File: src/rtl/pframe_pkg.sv
// Shared types for the framed parallel transmitter.
package pframe_pkg;
    // Sequencer state: waiting between frames, or streaming a frame.
    typedef enum logic {
        ST_IDLE = 1'b0,
        ST_RUN  = 1'b1
    } seq_state_e;
endpackage

File: src/rtl/pframe_sync.sv
// Multi-stage synchronizer for one asynchronous level.
// Assumes STAGES >= 2; output resets to 0 (the "not ready" level).
module pframe_sync #(
    parameter int STAGES = 2
) (
    input  logic clk,
    input  logic rst_n,
    input  logic d,
    output logic q
);
    logic [STAGES-1:0] chain;

    // Shift the level through the flop chain.
    always_ff @(posedge clk) begin
        if (!rst_n) chain <= '0;
        else        chain <= {chain[STAGES-2:0], d};
    end

    assign q = chain[STAGES-1];
endmodule

File: src/rtl/pframe_len.sv
// Decodes the programmed frame length into a word count.
// Assumes a zero field means the largest frame, 2**LEN_W words.
module pframe_len #(
    parameter int LEN_W = 15
) (
    input  logic [LEN_W-1:0] cfg,
    output logic [LEN_W:0]   words
);
    // Zero maps to the full-size frame; other values pass through.
    always_comb begin
        if (cfg == '0) words = {1'b1, {LEN_W{1'b0}}};
        else           words = {1'b0, cfg};
    end
endmodule

File: src/rtl/pframe_seq.sv
// Frame sequencer: starts frames when ready, counts words, handles stalls.
// Assumes mr_ok is already synchronized and frame_words is in 1..2**(CNT_W-1).
module pframe_seq
    import pframe_pkg::*;
#(
    parameter int DATA_W = 16,
    parameter int CNT_W  = 16
) (
    input  logic              clk,
    input  logic              rst_n,
    input  logic              mr_ok,
    input  logic [CNT_W-1:0]  frame_words,
    input  logic              in_valid,
    input  logic [DATA_W-1:0] in_data,
    output logic              in_ready,
    output logic [DATA_W-1:0] out_data,
    output logic              strobe,
    output logic              underrun
);
    seq_state_e       st;
    logic [CNT_W-1:0] sent_q;
    logic [CNT_W-1:0] len_q;
    logic             last_sent;
    logic             take;

    // Frame is complete once the latched count has gone out.
    assign last_sent = (sent_q == len_q);

    // Accept between frames only when host is ready; inside a frame until full.
    always_comb begin
        if (st == ST_IDLE) in_ready = mr_ok;
        else               in_ready = !last_sent;
    end

    assign take = in_valid && in_ready;

    // State, count, output word, strobe and underrun updates.
    always_ff @(posedge clk) begin
        if (!rst_n) begin
            st       <= ST_IDLE;
            sent_q   <= '0;
            len_q    <= '0;
            out_data <= '0;
            strobe   <= 1'b0;
            underrun <= 1'b0;
        end else begin
            strobe <= 1'b0;
            case (st)
                ST_IDLE: begin
                    out_data <= '0;
                    if (take) begin
                        st       <= ST_RUN;
                        out_data <= in_data;
                        strobe   <= 1'b1;
                        sent_q   <= CNT_W'(1);
                        len_q    <= frame_words;
                        underrun <= 1'b0;
                    end
                end
                ST_RUN: begin
                    if (last_sent) begin
                        st       <= ST_IDLE;
                        out_data <= '0;
                    end else if (take) begin
                        out_data <= in_data;
                        sent_q   <= sent_q + CNT_W'(1);
                    end else begin
                        underrun <= 1'b1;
                    end
                end
            endcase
        end
    end
endmodule

File: src/rtl/pframe_tx.sv
// Top level of the framed parallel transmitter.
// Assumes port_clk is free-running; CLK_FALL picks the active edge at build time.
module pframe_tx #(
    parameter int DATA_W      = 16,
    parameter int LEN_W       = 15,
    parameter int SYNC_STAGES = 2,
    parameter bit CLK_FALL    = 1'b0
) (
    input  logic              port_clk,
    input  logic              rst_n,
    input  logic [LEN_W-1:0]  cfg_len,
    input  logic              fs_pol_hi,
    input  logic              mr_pol_hi,
    input  logic              mr_pin,
    input  logic              s_valid,
    input  logic [DATA_W-1:0] s_data,
    output logic              s_ready,
    output logic [DATA_W-1:0] pd_out,
    output logic              fs_out,
    output logic              underrun
);
    localparam int CNT_W = LEN_W + 1;

    logic             core_clk;
    logic             mr_norm;
    logic             mr_ok;
    logic             strobe;
    logic [CNT_W-1:0] frame_words;

    // Select the active clock edge.
    generate
        if (CLK_FALL) begin : g_fall_edge
            assign core_clk = ~port_clk;
        end else begin : g_rise_edge
            assign core_clk = port_clk;
        end
    endgenerate

    // Fold the ready polarity in before synchronizing, so reset means not ready.
    assign mr_norm = ~(mr_pin ^ mr_pol_hi);

    pframe_sync #(.STAGES(SYNC_STAGES)) u_mr_sync (
        .clk   (core_clk),
        .rst_n (rst_n),
        .d     (mr_norm),
        .q     (mr_ok)
    );

    pframe_len #(.LEN_W(LEN_W)) u_len (
        .cfg   (cfg_len),
        .words (frame_words)
    );

    pframe_seq #(.DATA_W(DATA_W), .CNT_W(CNT_W)) u_seq (
        .clk         (core_clk),
        .rst_n       (rst_n),
        .mr_ok       (mr_ok),
        .frame_words (frame_words),
        .in_valid    (s_valid),
        .in_data     (s_data),
        .in_ready    (s_ready),
        .out_data    (pd_out),
        .strobe      (strobe),
        .underrun    (underrun)
    );

    // Drive the strobe pin at the programmed active level.
    assign fs_out = strobe ? fs_pol_hi : ~fs_pol_hi;
endmodule

File: config.mk
export PLATFORM = sky130hd
export DESIGN_NAME = pframe_tx
export DESIGN_NICKNAME = d
export VERILOG_FILES = /design/src/rtl/pframe_pkg.sv /design/src/rtl/pframe_sync.sv /design/src/rtl/pframe_len.sv /design/src/rtl/pframe_seq.sv /design/src/rtl/pframe_tx.sv
export SDC_FILE = /design/constraint.sdc
export NUM_CORES = 1
export LEC_CHECK = 0
export BUFFER_PORTS_ARGS = -buffer_cell sky130_fd_sc_hd__buf_2
export CAP_MARGIN = 10
export CELL_PAD_IN_SITES_DETAIL_PLACEMENT = 0
export CELL_PAD_IN_SITES_GLOBAL_PLACEMENT = 1
export CORE_ASPECT_RATIO = 1.5
export CORE_MARGIN = 1.5
export CORE_UTILIZATION = 43
export DETAILED_ROUTE_END_ITERATION = 8
export GPL_TIMING_DRIVEN = 0
export PLACE_DENSITY = 0.93
export SETUP_SLACK_MARGIN = 0.2
export SYNTH_ARGS = -nofsm -noshare
export SYNTH_HDL_FRONTEND = slang
export SYNTH_SLANG_ARGS = --single-unit
File: constraint.sdc
create_clock -name port_clk -period 2.74 [get_ports port_clk]
set_clock_uncertainty 0.1 [all_clocks]
set_input_delay 0.137 -clock port_clk [delete_from_list [all_inputs] [get_ports port_clk]]
set_output_delay 0.137 -clock port_clk [all_outputs]
set_load 0.05 [all_outputs]
-- Yosys cells after proc, flatten, opt, wreduce, memory -nomap -nowiden
Cells that the tools add are included.
- register bits after elaboration: 53
- output and inout port bits: 19
- bits of input ports: 37
- word-level logic and storage cells: 44
- reductions and logical operators: 7
- equality and inequality tests: 6
- muxes and demuxes: 18
- add/sub/neg operators: 1
- bitwise operators: 5
- operator list (operator ; count):
    $mux W16 ; 7
    $pmux W16 S2 ; 2
    $add A16 B1 Y16 const B ; 1
    $eq A16 B16 Y1 ; 1
    $logic_not A15 Y1 ; 1
    $mux W1 ; 7
    $ne A2 B2 Y1 const B ; 3
    $reduce_and A3 Y1 ; 2
    $not A1 Y1 ; 4
    $pmux W1 S2 ; 2
    $ne A3 B3 Y1 const B ; 1
    $ne A2 B1 Y1 const B ; 1
    $reduce_and A2 Y1 ; 1
    $reduce_or A2 Y1 ; 1
    $logic_and A1 B1 Y1 ; 1
    $logic_not A1 Y1 ; 1
    $xor A1 B1 Y1 ; 1

-- Depth between registers and ports, before layout
Gate-level depths: netlist of run 1.
- depth after elaboration: 7
- gate-level depth with buffers: 7
- depth with buffers taken out: 5

-- Modules after synthesis
A second synthesis of run 1 with hierarchy kept.
- cells, all modules: 288
- area, all modules: 2601.2 um2
- by module, submodules not included (module ; area an instance (um2) ; sequential area each (um2) ; times used ; cells each):
    pframe_seq ; 2442.3 ; 1021.0 ; 1 ; 262
    pframe_len ; 88.8 ; 0.0 ; 1 ; 20
    pframe_sync ; 52.6 ; 40.0 ; 1 ; 4
    pframe_tx ; 17.5 ; 0.0 ; 1 ; 2

-- Worst setup path after synthesis of run 1
No wires, ideal clock.
- kind: flip-flop to output port
- start point: register u_seq.sent_q[2]
- end point: output port s_ready
- setup slack: 0.876 ns
- arrival time: 1.627 ns
- stages on the path, launching flop included: 7
- data required time: 2.503 ns
- path buffers: 2
- cell sequence: dfxtp_1 > buf_2 > xnor2_1 > nand4_1 > nor4_4 > buf_4 > o21bai_1
- word-level cells in the longest chain between the ends: 3
- RTL lines (item ; RTL line ; source):
    from (decl) ; pframe_seq.sv:21 ; logic [CNT_W-1:0] sent_q;
    from (signal assigned) ; pframe_seq.sv:66 ; sent_q <= sent_q + CNT_W'(1);
    $eq A16 B16 Y1 ; pframe_seq.sv:27 ; assign last_sent = (sent_q == len_q);
    $logic_not A1 Y1 ; pframe_seq.sv:32 ; else in_ready = !last_sent;
    $mux W1 ; pframe_seq.sv:31 ; if (st == ST_IDLE) in_ready = mr_ok;
    to (decl) ; pframe_tx.sv:17 ; output logic s_ready,
Every way passes these cells.

-- Worst setup path in the final report of run 1
- start point: register u_seq.sent_q[13]
- end point: output port s_ready
The elaborated chain is that of the path after synthesis.

==> flow_metrics.env, run 1 <==
export IMPL_status="finished clean"
export IMPL_worst_pin_slew_ns=0.633
export IMPL_clockBufferDepth=2
export IMPL_num_io_pins=56
export IMPL_synth_area_top_cells="dfxtp_1 45%, a22o_1 10%, xnor2_1 6.3%"
export IMPL_setup_viol=0
export IMPL_postSynthAreaPerCell_um2=9.50
export IMPL_antenna_found_initial=0
export IMPL_num_antenna_cells=0
export IMPL_start_kind="flop"
export IMPL_hpwlAfterDp_um=3860
export IMPL_firstDrtPassIters=4
export IMPL_dp_worst_setup_slack_ns=0.659
export IMPL_cts_root_buf="clkbuf_8"
export IMPL_hold_violations=0
export IMPL_cts_resized_gates=0
export IMPL_pwr_share_clk_pct=31.0
export IMPL_crit_chain="xnor2_1, nand4_1, nor4_4, buf_4, o21bai_1, buf_2"
export IMPL_grt_usage_pct=19.4
export IMPL_die_h_um=93.5
export IMPL_routed_wl_um=5490
export IMPL_overflow=0
export IMPL_crit_slowest_cell="nor4_4"
export IMPL_vias=2121
export IMPL_r2r_start="u_seq.sent_q[13]"
export IMPL_hold_end="u_seq.out_data[15]"
export IMPL_synth_area_mm2=0.00235
export IMPL_fp_dieArea_mm2=0.00592
export IMPL_cp_max_fo=10
export IMPL_arrival_ns=2.13
export IMPL_cellPowerDensity_mw_per_mm2=467
export IMPL_final_setup_worst_slack_ns=0.376
export IMPL_syn_nets=285
export IMPL_routedWlPerCell_um=13.4
export IMPL_hold_start="s_data[15]"
export IMPL_htreeDepth=2
export IMPL_ff2ff_setup_slack_ns=0.63
export IMPL_grt_pass1_vias=2036
export IMPL_vdd_drop_max_mv=0.281
export IMPL_setup_tns_ns=0
export IMPL_final_max_slew_viol_count=0
export IMPL_leakagePower_nw=1.27
export IMPL_core_mm2=0.00520
export IMPL_hold_buffers=33
export IMPL_rsz0062_at_grt="false"
export IMPL_p_switching_mw=0.377
export IMPL_drt_iter0_drc=75
export IMPL_grt_max_degree=17
export IMPL_switching_share_pct=25.7
export IMPL_ys_ff_latch=53
export IMPL_slowest_delay_ns=0.48
export IMPL_rr_worst_depth=6
export IMPL_ys_seq_area_share_pct=45.2
export IMPL_crit_family="simple AND/OR/NAND/NOR gates"
export IMPL_finalCritPeriodShare_pct=86.3
export IMPL_cts_tree="yes"
export IMPL_holdWs_ns=0.0195
export IMPL_drc=0
export IMPL_via_per_inst=5.16
export IMPL_grt_first_pass_wirelength_um=9150
export IMPL_rows=32
export IMPL_cp_end_kind="output pin"
export IMPL_cp_num_buf_inv=2
export IMPL_post_cts_setup_buffers=0
export IMPL_syn_to_final_growth_pct=33.5
export IMPL_cts_sinks=53
export IMPL_cap_violations=0
export IMPL_clkTransAtPathRegs_ns=0.09
export IMPL_p_int_mw=1.09
export IMPL_drive_above_1_share_pct=21.6
export IMPL_insertion_delay_ns=0.31
export IMPL_crit_type="flop to output pin"
export IMPL_min_period_ns=2.36
export IMPL_initial_utilization_pct=45.1
export IMPL_cp_required_ns=2.50
export IMPL_num_fill_cells=455
export IMPL_final_nets=380
export IMPL_cts_buffers=5
export IMPL_holdCritPathClass="primary input to flop"
export IMPL_portBuffers=55
export IMPL_synth_warnings=0
export IMPL_pwr_share_seq_pct=54.1
export IMPL_netlist_instances=247
export IMPL_rr_endpoint="u_seq.out_data[4]"
export IMPL_synth_top_area_share_pct=45.2
export IMPL_max_slew_margin_pct=57.8
export IMPL_antenna_left=0
export IMPL_synth_cell_type_count=38
export IMPL_die_x_um=63.3
export IMPL_fmax_ghz=0.423
export IMPL_gp_congestion=0.805
export IMPL_post_synth_top_area_cell="dfxtp_1"
export IMPL_min_path_cells=3
export IMPL_combPwrFrac_pct=14.9
-- through the flow --
step | cells | util (%) | power, mW | cell area (um^2)
after CTS | 411 | 60.2 | 1.48 | 3130
final | 411 | 60.2 | 1.46 | 3130
after global placement | 370 | 52.0 | 0.989 | 2710
after global routing | 411 | 60.2 | 1.52 | 3130
after detailed placement | 370 | 52.0 | 0.990 | 2710
after floorplan | 247 | - | 0.927 | 2350
-- Yosys cell counts (all sizes together) --
cell type	number
dfxtp	53
a22o	27
nand2	22
xnor2	17
a21oi	15
nand2b	14
mux2i	13
inv	12
nand3	11
nand4	11
buf	10
nor4	7
clkbuf	6
a221oi	3
and2	3
a211oi	2
and3	2
nor2	2
nor3	2
o21a	2
o21ai	2
o221a	2
a2111oi	1
a211o	1
a31oi	1
ha	1
nand4b	1
nor2b	1
o21bai	1
o31a	1
xor2	1
-- logic make-up (layout without fill, tap and decap cells) --
group	Yosys count	after routing	share of synthesized area (%)
AND/OR/NAND/NOR	76	76	18.0
AO/OA/AOI/OAI	58	58	18.8
flip-flops	53	53	45.2
buffers and inverters	28	124	5.28
XOR/XNOR	18	18	6.72
multiplexers	13	13	5.54
adder cells (fa/ha/maj)	1	1	0.533
-- flip-flops by register name, indices dropped and copies added, names as in the netlist --
register	count
u_seq.out_data	16
u_mr_sync.chain	2
u_seq.underrun	1
u_seq.strobe	1
u_seq.st	1
u_seq.len_q	16
u_seq.sent_q	16
-- layout by cell type, fill, tap and decap left out, types with 2 or more instances in the layout --
cell type | netlist | routed
dfxtp_1 | 53 | 53
and3_1 | 2 | 2
o21a_1 | 2 | 2
a221oi_1 | 3 | 3
inv_1 | 12 | 12
a211oi_1 | 2 | 2
nand3_1 | 11 | 11
clkbuf_8 | 0 | 6
xnor2_1 | 17 | 17
a22o_1 | 27 | 27
clkbuf_1 | 6 | 6
buf_1 | 2 | 2
a21oi_1 | 15 | 15
buf_2 | 6 | 61
nor4_1 | 6 | 6
nand4_1 | 11 | 11
nor2_1 | 2 | 2
and2_1 | 3 | 3
mux2i_1 | 13 | 13
dlygate4sd3_1 | 0 | 33
nand2_1 | 22 | 22
nand2b_1 | 14 | 14
-- final cells by class --
type | count | area (um^2) | area share, %
clock buffer | 6 | 82.6 | 2.63
sequential | 53 | 1060 | 33.9
multi-input combinational | 166 | 1160 | 37.1
inverter | 12 | 45.0 | 1.44
buffer | 16 | 78.8 | 2.51
timing repair buffer | 88 | 606 | 19.3
tap | 68 | 85.1 | 2.71
clock inverter | 2 | 13.8 | 0.439
-- worst max path at each step --
stage | start | endpoint | slack (ns) | depth (start not counted)
floorplan | u_seq.sent_q[2] | s_ready | 0.88 | 6
global placement | u_seq.sent_q[6] | u_seq.out_data[11] | 0.70 | 6
detailed placement | u_seq.sent_q[13] | u_seq.out_data[1] | 0.66 | 6
CTS | u_seq.sent_q[6] | s_ready | 0.38 | 6
global route | u_seq.sent_q[10] | s_ready | 0.27 | 6
finish | u_seq.sent_q[13] | s_ready | 0.38 | 6
-- power groups by stage --
stage / logic (mW) / clock network [mW] / registers [mW]
2_1_floorplan: 0.103 / 0 / 0.824
5_1_grt: 0.235 / 0.494 / 0.794
3_3_place_gp: 0.180 / 0 / 0.810
6_report: 0.218 / 0.454 / 0.792
3_5_place_dp: 0.179 / 0 / 0.810
4_1_cts: 0.217 / 0.470 / 0.792
-- metal layers --
metal  wire [um]  global-route usage, %  up-vias
met5           0                      0        -
met4         122                   8.51        0
met3         228                   3.61       12
met2        2790                   36.1       66
met1        2340                   21.1      961
li1            -                      -     1082
-- tightest hold or removal path, delay by kind of cell --
family	cells	cell delay, ns
buffers and inverters	1	0.11
and+or+nand+nor	1	0.08
AOI/OAI and AO/OA	1	0.06
Note: power is estimated with default switching activity, not from simulation.
==> run 2: changes to the inputs <==
--- a/config.mk
+++ b/config.mk
@@ -11,11 +11,12 @@
 export CELL_PAD_IN_SITES_GLOBAL_PLACEMENT = 1
 export CORE_ASPECT_RATIO = 1.5
 export CORE_MARGIN = 1.5
-export CORE_UTILIZATION = 43
+export CORE_UTILIZATION = 44
 export DETAILED_ROUTE_END_ITERATION = 8
 export GPL_TIMING_DRIVEN = 0
-export PLACE_DENSITY = 0.93
+export PLACE_DENSITY = 0.94
 export SETUP_SLACK_MARGIN = 0.2
 export SYNTH_ARGS = -nofsm -noshare
 export SYNTH_HDL_FRONTEND = slang
+export SYNTH_HIERARCHICAL = 1
 export SYNTH_SLANG_ARGS = --single-unit
==> flow_metrics.env, run 2 <==
export IMPL_status="finished, violations left"
export IMPL_violations="negative setup slack"
export IMPL_num_fill_cells=478
export IMPL_rr_endpoint="u_seq/sent_q[15]"
export IMPL_p_switching_mw=0.484
export IMPL_antenna_left=0
export IMPL_synth_area_mm2=0.00260
export IMPL_combPwrFrac_pct=22.2
export IMPL_cts_buffers=5
export IMPL_hold_end="u_seq/strobe"
export IMPL_setup_viol=14
export IMPL_cellPowerDensity_mw_per_mm2=429
export IMPL_drc=0
export IMPL_grt_pass1_vias=2626
export IMPL_cts_root_buf="clkbuf_8"
export IMPL_grt_usage_pct=23.5
export IMPL_max_slew_margin_pct=57.5
export IMPL_insertion_delay_ns=0.31
export IMPL_synthMostInstantiatedCell="dfxtp_1"
export IMPL_via_per_inst=5.59
export IMPL_syn_to_final_growth_pct=44.3
export IMPL_die_x_um=65.8
export IMPL_ff2ff_setup_slack_ns=-0.37
export IMPL_rr_worst_depth=12
export IMPL_synth_warnings=6
export IMPL_num_antenna_cells=0
export IMPL_portBuffers=55
export IMPL_crit_family="simple AND/OR/NAND/NOR gates"
export IMPL_clockBufferDepth=2
export IMPL_post_synth_top_area_cell="dfxtp_1"
export IMPL_grt_max_degree=18
export IMPL_hold_violations=0
export IMPL_vias=2588
export IMPL_drive_above_1_share_pct=37.3
export IMPL_arrival_ns=3.27
export IMPL_synthFlopType="dfxtp_1"
export IMPL_routedWlPerCell_um=16.1
export IMPL_rsz0062_at_grt="true"
export IMPL_synth_cell_type_count=44
export IMPL_drt_iter0_drc=95
export IMPL_final_max_slew_viol_count=0
export IMPL_final_nets=431
export IMPL_grtUsageMet1_pct=26.0
export IMPL_ys_ff_latch=53
export IMPL_htreeDepth=2
export IMPL_fmax_ghz=0.321
export IMPL_finalCritPeriodShare_pct=114
export IMPL_cts_tree="yes"
export IMPL_gp_congestion=0.870
export IMPL_total_power_mw=1.61
export IMPL_switching_share_pct=30.1
export IMPL_ys_seq_area_share_pct=40.8
export IMPL_leakagePower_nw=1.44
export IMPL_use_met2_pct=43.7
export IMPL_synth_edf_count=0
export IMPL_cts_sinks=53
export IMPL_slowest_delay_ns=0.48
export IMPL_cp_num_buf_inv=1
export IMPL_layout_commonest_cell="buf_2"
export IMPL_cap_violations=0
export IMPL_layout_common_cells="59 x buf_2, 39 x dfxtp_1, 20 x nor2_1, 18 x clkbuf_1, 18 x buf_4"
export IMPL_pwr_share_clk_pct=27.9
export IMPL_netlist_instances=288
export IMPL_antenna_found_initial=0
export IMPL_rows=34
export IMPL_cp_required_ns=2.90
export IMPL_core_mm2=0.00574
export IMPL_worst_pin_slew_ns=0.633
export IMPL_num_io_pins=56
export IMPL_min_period_ns=3.11
export IMPL_initial_utilization_pct=45.3
export IMPL_holdWs_ns=0.0477
export IMPL_hpwlAfterDp_um=4570
export IMPL_routed_wl_um=7450
export IMPL_clkTransAtPathRegs_ns=0.10
export IMPL_crit_type="flop to flop"
export IMPL_syn_nets=329
export IMPL_start_kind="flop"
export IMPL_cp_max_fo=5
export IMPL_use_met3_pct=3.94
export IMPL_postSynthAreaPerCell_um2=9.03
export IMPL_r2r_start="u_seq/sent_q[9]"
export IMPL_firstDrtPassIters=4
export IMPL_crit_slowest_cell="or4_1"
export IMPL_final_setup_worst_slack_ns=-0.373
export IMPL_synth_top_area_share_pct=40.8
export IMPL_holdCritPathClass="primary input to flop"
export IMPL_yosys_top_cells_count="53 x dfxtp_1, 26 x clkbuf_1, 21 x nor2_1"
export IMPL_cp_end_kind="flop"
export IMPL_fp_dieArea_mm2=0.00639
export IMPL_pwr_share_seq_pct=49.9
export IMPL_crit_chain="buf_8, xnor2_4, nand4_1, nor4_4, and2_4, or3b_4, ha_4, nor4bb_4, nand4_1, or4_1, o31a_1, nand2_1"
export IMPL_reg_largest_list="u_seq/len_q (16), u_seq/out_data (16), u_seq/sent_q (16)"
export IMPL_crit_top_cell="nand4_1"
export IMPL_hold_start="s_valid"
export IMPL_grt_first_pass_wirelength_um=12000
export IMPL_overflow=0
export IMPL_vdd_drop_max_mv=0.315
export IMPL_p_int_mw=1.13
export IMPL_async_reset_ff_share_pct=0
export IMPL_min_path_cells=3
export IMPL_top_usage_layer="met2"
export IMPL_synth_area_top_cells="dfxtp_1 41%, mux2i_1 6.5%, xnor2_1 6.1%"
export IMPL_die_h_um=97.2
==> run 2: cell types whose count changed after synthesis, moves of 10 or more <==
cell,before,now
clkbuf_1,6,26
nor2_1,2,21
a21oi_1,15,2
a22o_1,27,16
o211ai_1,0,11
nand2_1,22,12
nand2b_1,14,4
==> run 2: timing repair <==
| item | 4_1_cts | 5_1_grt |
|---|---|---|
| gates resized for setup | 40 | 27 |
| hold buffers | 17 | 0 |
| pin swaps | 19 | 13 |
| endpoints found under the hold margin | 18 | 0 |
| endpoints found under the setup margin | 31 | 26 |
| setup buffers | 16 | 7 |
==> run 2: worst max-delay path by stage <==
stage                      from                to  slack (ns)  cells after the start
2_1_floorplan   u_seq/sent_q[2]  u_seq/sent_q[13]       -0.12                     12
3_3_place_gp    u_seq/sent_q[7]  u_seq/sent_q[13]       -0.50                     11
3_5_place_dp   u_seq/sent_q[12]  u_seq/sent_q[13]       -0.58                     12
4_1_cts         u_seq/sent_q[9]  u_seq/sent_q[15]       -0.31                     12
5_1_grt         u_seq/sent_q[2]  u_seq/sent_q[15]       -0.46                     12
6_report        u_seq/sent_q[9]  u_seq/sent_q[15]       -0.37                     12
==> run 2: final cells by class <==
cell class	instances	area, um^2	share of cell area [%]
plain buffers	36	238	6.33
clock buffers	5	68.8	1.83
clock inverters	3	21.3	0.567
inverters	5	18.8	0.500
multi-input cells	194	1590	42.5
flip-flops and latches	53	1080	28.7
well taps	72	90.1	2.40
repair buffers	95	644	17.2
==> run 2: kinds of logic (layout without fill, tap and decap cells) <==
family | after synthesis | after routing | share of synthesized area, %
fa+ha+maj | 4 | 4 | 1.92
flops | 53 | 53 | 40.8
buf+inv | 41 | 144 | 6.35
simple gates | 106 | 106 | 23.2
mux | 17 | 17 | 6.54
xor+xnor | 18 | 18 | 6.06
compound gates | 49 | 49 | 15.2
==> run 2: power groups by stage <==
stage	sequential, mW	combinational, mW	clock (mW)
after floorplan	0.833	0.170	0
after global placement	0.816	0.271	0
after detailed placement	0.817	0.273	0
after CTS	0.801	0.344	0.466
after global routing	0.805	0.378	0.493
final	0.802	0.358	0.449
==> run 2: metal layers <==
metal	wire (um)	vias to the layer above
met5	0	-
met1	2890	1225
met4	163	0
met2	4050	97
met3	340	18
li1	-	1248
==> run 2: tightest hold or removal path, delay by kind of cell <==
| family | cells | cell delay [ns] |
|---|---|---|
| buffers and inverters | 1 | 0.13 |
| and+or+nand+nor | 2 | 0.15 |
==> run 2: through the flow <==
step / utilization, % / TNS [ns] / cells / cell area, um^2 / setup WS, ns
3_5_place_dp: 53.0 / -6.03 / 415 / 3050 / -0.577
2_1_floorplan: - / -0.365 / 288 / 2680 / -0.116
6_report: 65.4 / -2.65 / 463 / 3750 / -0.373
5_1_grt: 65.4 / -4.25 / 463 / 3750 / -0.464
3_3_place_gp: 53.0 / -5.68 / 415 / 3050 / -0.499
4_1_cts: 62.9 / -2.40 / 456 / 3610 / -0.313
==> run 3: changes to the inputs <==
--- a/config.mk
+++ b/config.mk
@@ -5,7 +5,7 @@
 export SDC_FILE = /design/constraint.sdc
 export NUM_CORES = 1
 export LEC_CHECK = 0
-export BUFFER_PORTS_ARGS = -buffer_cell sky130_fd_sc_hd__buf_2
+export BUFFER_PORTS_ARGS = -buffer_cell sky130_fd_sc_hd__buf_4
 export CAP_MARGIN = 10
 export CELL_PAD_IN_SITES_DETAIL_PLACEMENT = 0
 export CELL_PAD_IN_SITES_GLOBAL_PLACEMENT = 1
==> flow_metrics.env, run 3 (same netlist as run 2, synthesis figures left out) <==
export IMPL_drt_iter0_drc=105
export IMPL_stdcell_area_mm2=0.00398
export IMPL_num_io_pins=56
export IMPL_rows=34
export IMPL_cap_violations=0
export IMPL_grt_max_degree=17
export IMPL_max_slew_margin_pct=63.1
export IMPL_cp_end_kind="flop"
export IMPL_via_per_inst=5.70
export IMPL_num_antenna_cells=0
export IMPL_crit_type="flop to flop"
export IMPL_htreeDepth=2
export IMPL_cts_buffers=5
export IMPL_cts_tree="yes"
export IMPL_total_power_mw=1.64
export IMPL_final_setup_worst_slack_ns=-0.296
export IMPL_reg_largest_list="u_seq/len_q (16), u_seq/out_data (16), u_seq/sent_q (16)"
export IMPL_grt_first_pass_wirelength_um=12000
export IMPL_overflow=0
export IMPL_final_nets=437
export IMPL_rsz0062_at_grt="true"
export IMPL_grt_pass1_vias=2593
export IMPL_cellPowerDensity_mw_per_mm2=413
export IMPL_leakagePower_nw=1.50
export IMPL_finalCritPeriodShare_pct=111
export IMPL_fmax_ghz=0.329
export IMPL_fp_dieArea_mm2=0.00639
export IMPL_insertion_delay_ns=0.31
export IMPL_worst_pin_slew_ns=0.554
export IMPL_initial_utilization_pct=45.3
export IMPL_finish_utilization_pct=69.3
export IMPL_min_period_ns=3.04
export IMPL_grt_usage_pct=23.8
export IMPL_drc=0
export IMPL_layout_cells_non_filler=469
export IMPL_violations="negative setup slack"
export IMPL_syn_to_final_growth_pct=53.1
export IMPL_hold_violations=0
export IMPL_cp_max_fo=4
export IMPL_holdCritPathClass="primary input to flop"
export IMPL_setup_viol=14
export IMPL_clkTransAtPathRegs_ns=0.10
export IMPL_firstDrtPassIters=4
export IMPL_layout_common_cells="70 x buf_4, 40 x dfxtp_1, 20 x nor2_1, 18 x clkbuf_1"
export IMPL_arrival_ns=3.19
export IMPL_die_h_um=97.2
export IMPL_vdd_drop_max_mv=0.369
export IMPL_gp_congestion=0.838
export IMPL_cts_sinks=53
export IMPL_final_max_slew_viol_count=0
export IMPL_routedWlPerCell_um=16.5
export IMPL_status="finished, violations left"
export IMPL_portBuffers=55
export IMPL_die_x_um=65.8
export IMPL_antenna_left=0
export IMPL_dp_cells=415
export IMPL_clockBufferDepth=2
export IMPL_antenna_found_initial=0
export IMPL_drive_above_1_share_pct=37.8
export IMPL_start_kind="flop"
export IMPL_cp_required_ns=2.90
export IMPL_vias=2674
export IMPL_cts_root_buf="clkbuf_8"
export IMPL_routed_wl_um=7730
export IMPL_layout_commonest_cell="buf_4"
export IMPL_postPlaceCellArea_mm2=0.00318
export IMPL_core_mm2=0.00574
export IMPL_hpwlAfterDp_um=4610
-- run 3: changes by cell type in the layout (fill, tap and decap cells not counted), sizes merged --
cell,previous run,this run
buf,94,98
inv,5,4
clkinv,2,3
clkbuf,25,27
-- run 3: cell type report --
type,count,area [um^2]
well taps,72,90.1
multi-input cells,194,1600
clock inverters,3,17.5
plain buffers,36,246
fillers,446,1760
inverters,5,18.8
flip-flops and latches,53,1080
repair buffers,101,857
clock buffers,5,68.8
-- run 3: final timing paths --
check	start	endpoint	slack, ns	cells after the start
max reg2reg	u_seq/sent_q[12]	u_seq/sent_q[14]	-0.30	15
min	mr_pin	u_mr_sync/chain[0]	0.02	3
min reg2reg	u_mr_sync/chain[0]	u_mr_sync/chain[1]	0.35	1
max	u_seq/sent_q[12]	u_seq/sent_q[14]	-0.30	15
-- run 3: metal layers --
metal	up-vias	global-route usage [%]	share of wire [%]
met3	17	4.52	5.8
met2	114	44.1	54
li1	1267	-	-
met1	1276	26.0	38
met5	-	0	0
met4	0	8.01	2.1
-- run 3: where the power goes --
| part | total [mW] | switching (mW) | internal (mW) |
|---|---|---|---|
| sequential | 0.801 | 0.0151 | 0.786 |
| combinational | 0.405 | 0.214 | 0.191 |
| clock | 0.436 | 0.259 | 0.177 |
| total | 1.64 | 0.488 | 1.15 |
-- run 3: what timing repair did --
item | in CTS | in global routing
pin swaps | 22 | 19
hold buffers | 17 | 0
endpoints found under the hold margin | 18 | 0
endpoints found under the setup margin | 32 | 37
resized for setup | 40 | 36
gates cloned | 0 | 1
setup buffers | 20 | 8
-- run 3: through the flow --
step           setup WS [ns]  TNS (ns)  hold WS [ns]
5_1_grt               -0.433     -4.28        0.0310
3_3_place_gp          -0.498     -5.48         0.252
2_1_floorplan         -0.116    -0.365         0.159
3_5_place_dp          -0.495     -5.99         0.258
4_1_cts               -0.319     -2.09       0.00891
6_report              -0.296     -2.27        0.0206
-- run 3: critical path, cell delays in order (launching register included) --
cell and delay (ns):
dfxtp_1 0.33, clkbuf_8 0.13, xnor2_2 0.14, nand4_1 0.12, nor4_4 0.07, and2_4 0.14, or3b_4 0.40, ha_4 0.19
buf_6 0.11, buf_6 0.11, nor2_4 0.10, nand4_1 0.14, buf_6 0.17, or4_1 0.49, o21a_1 0.18, nand2_1 0.06
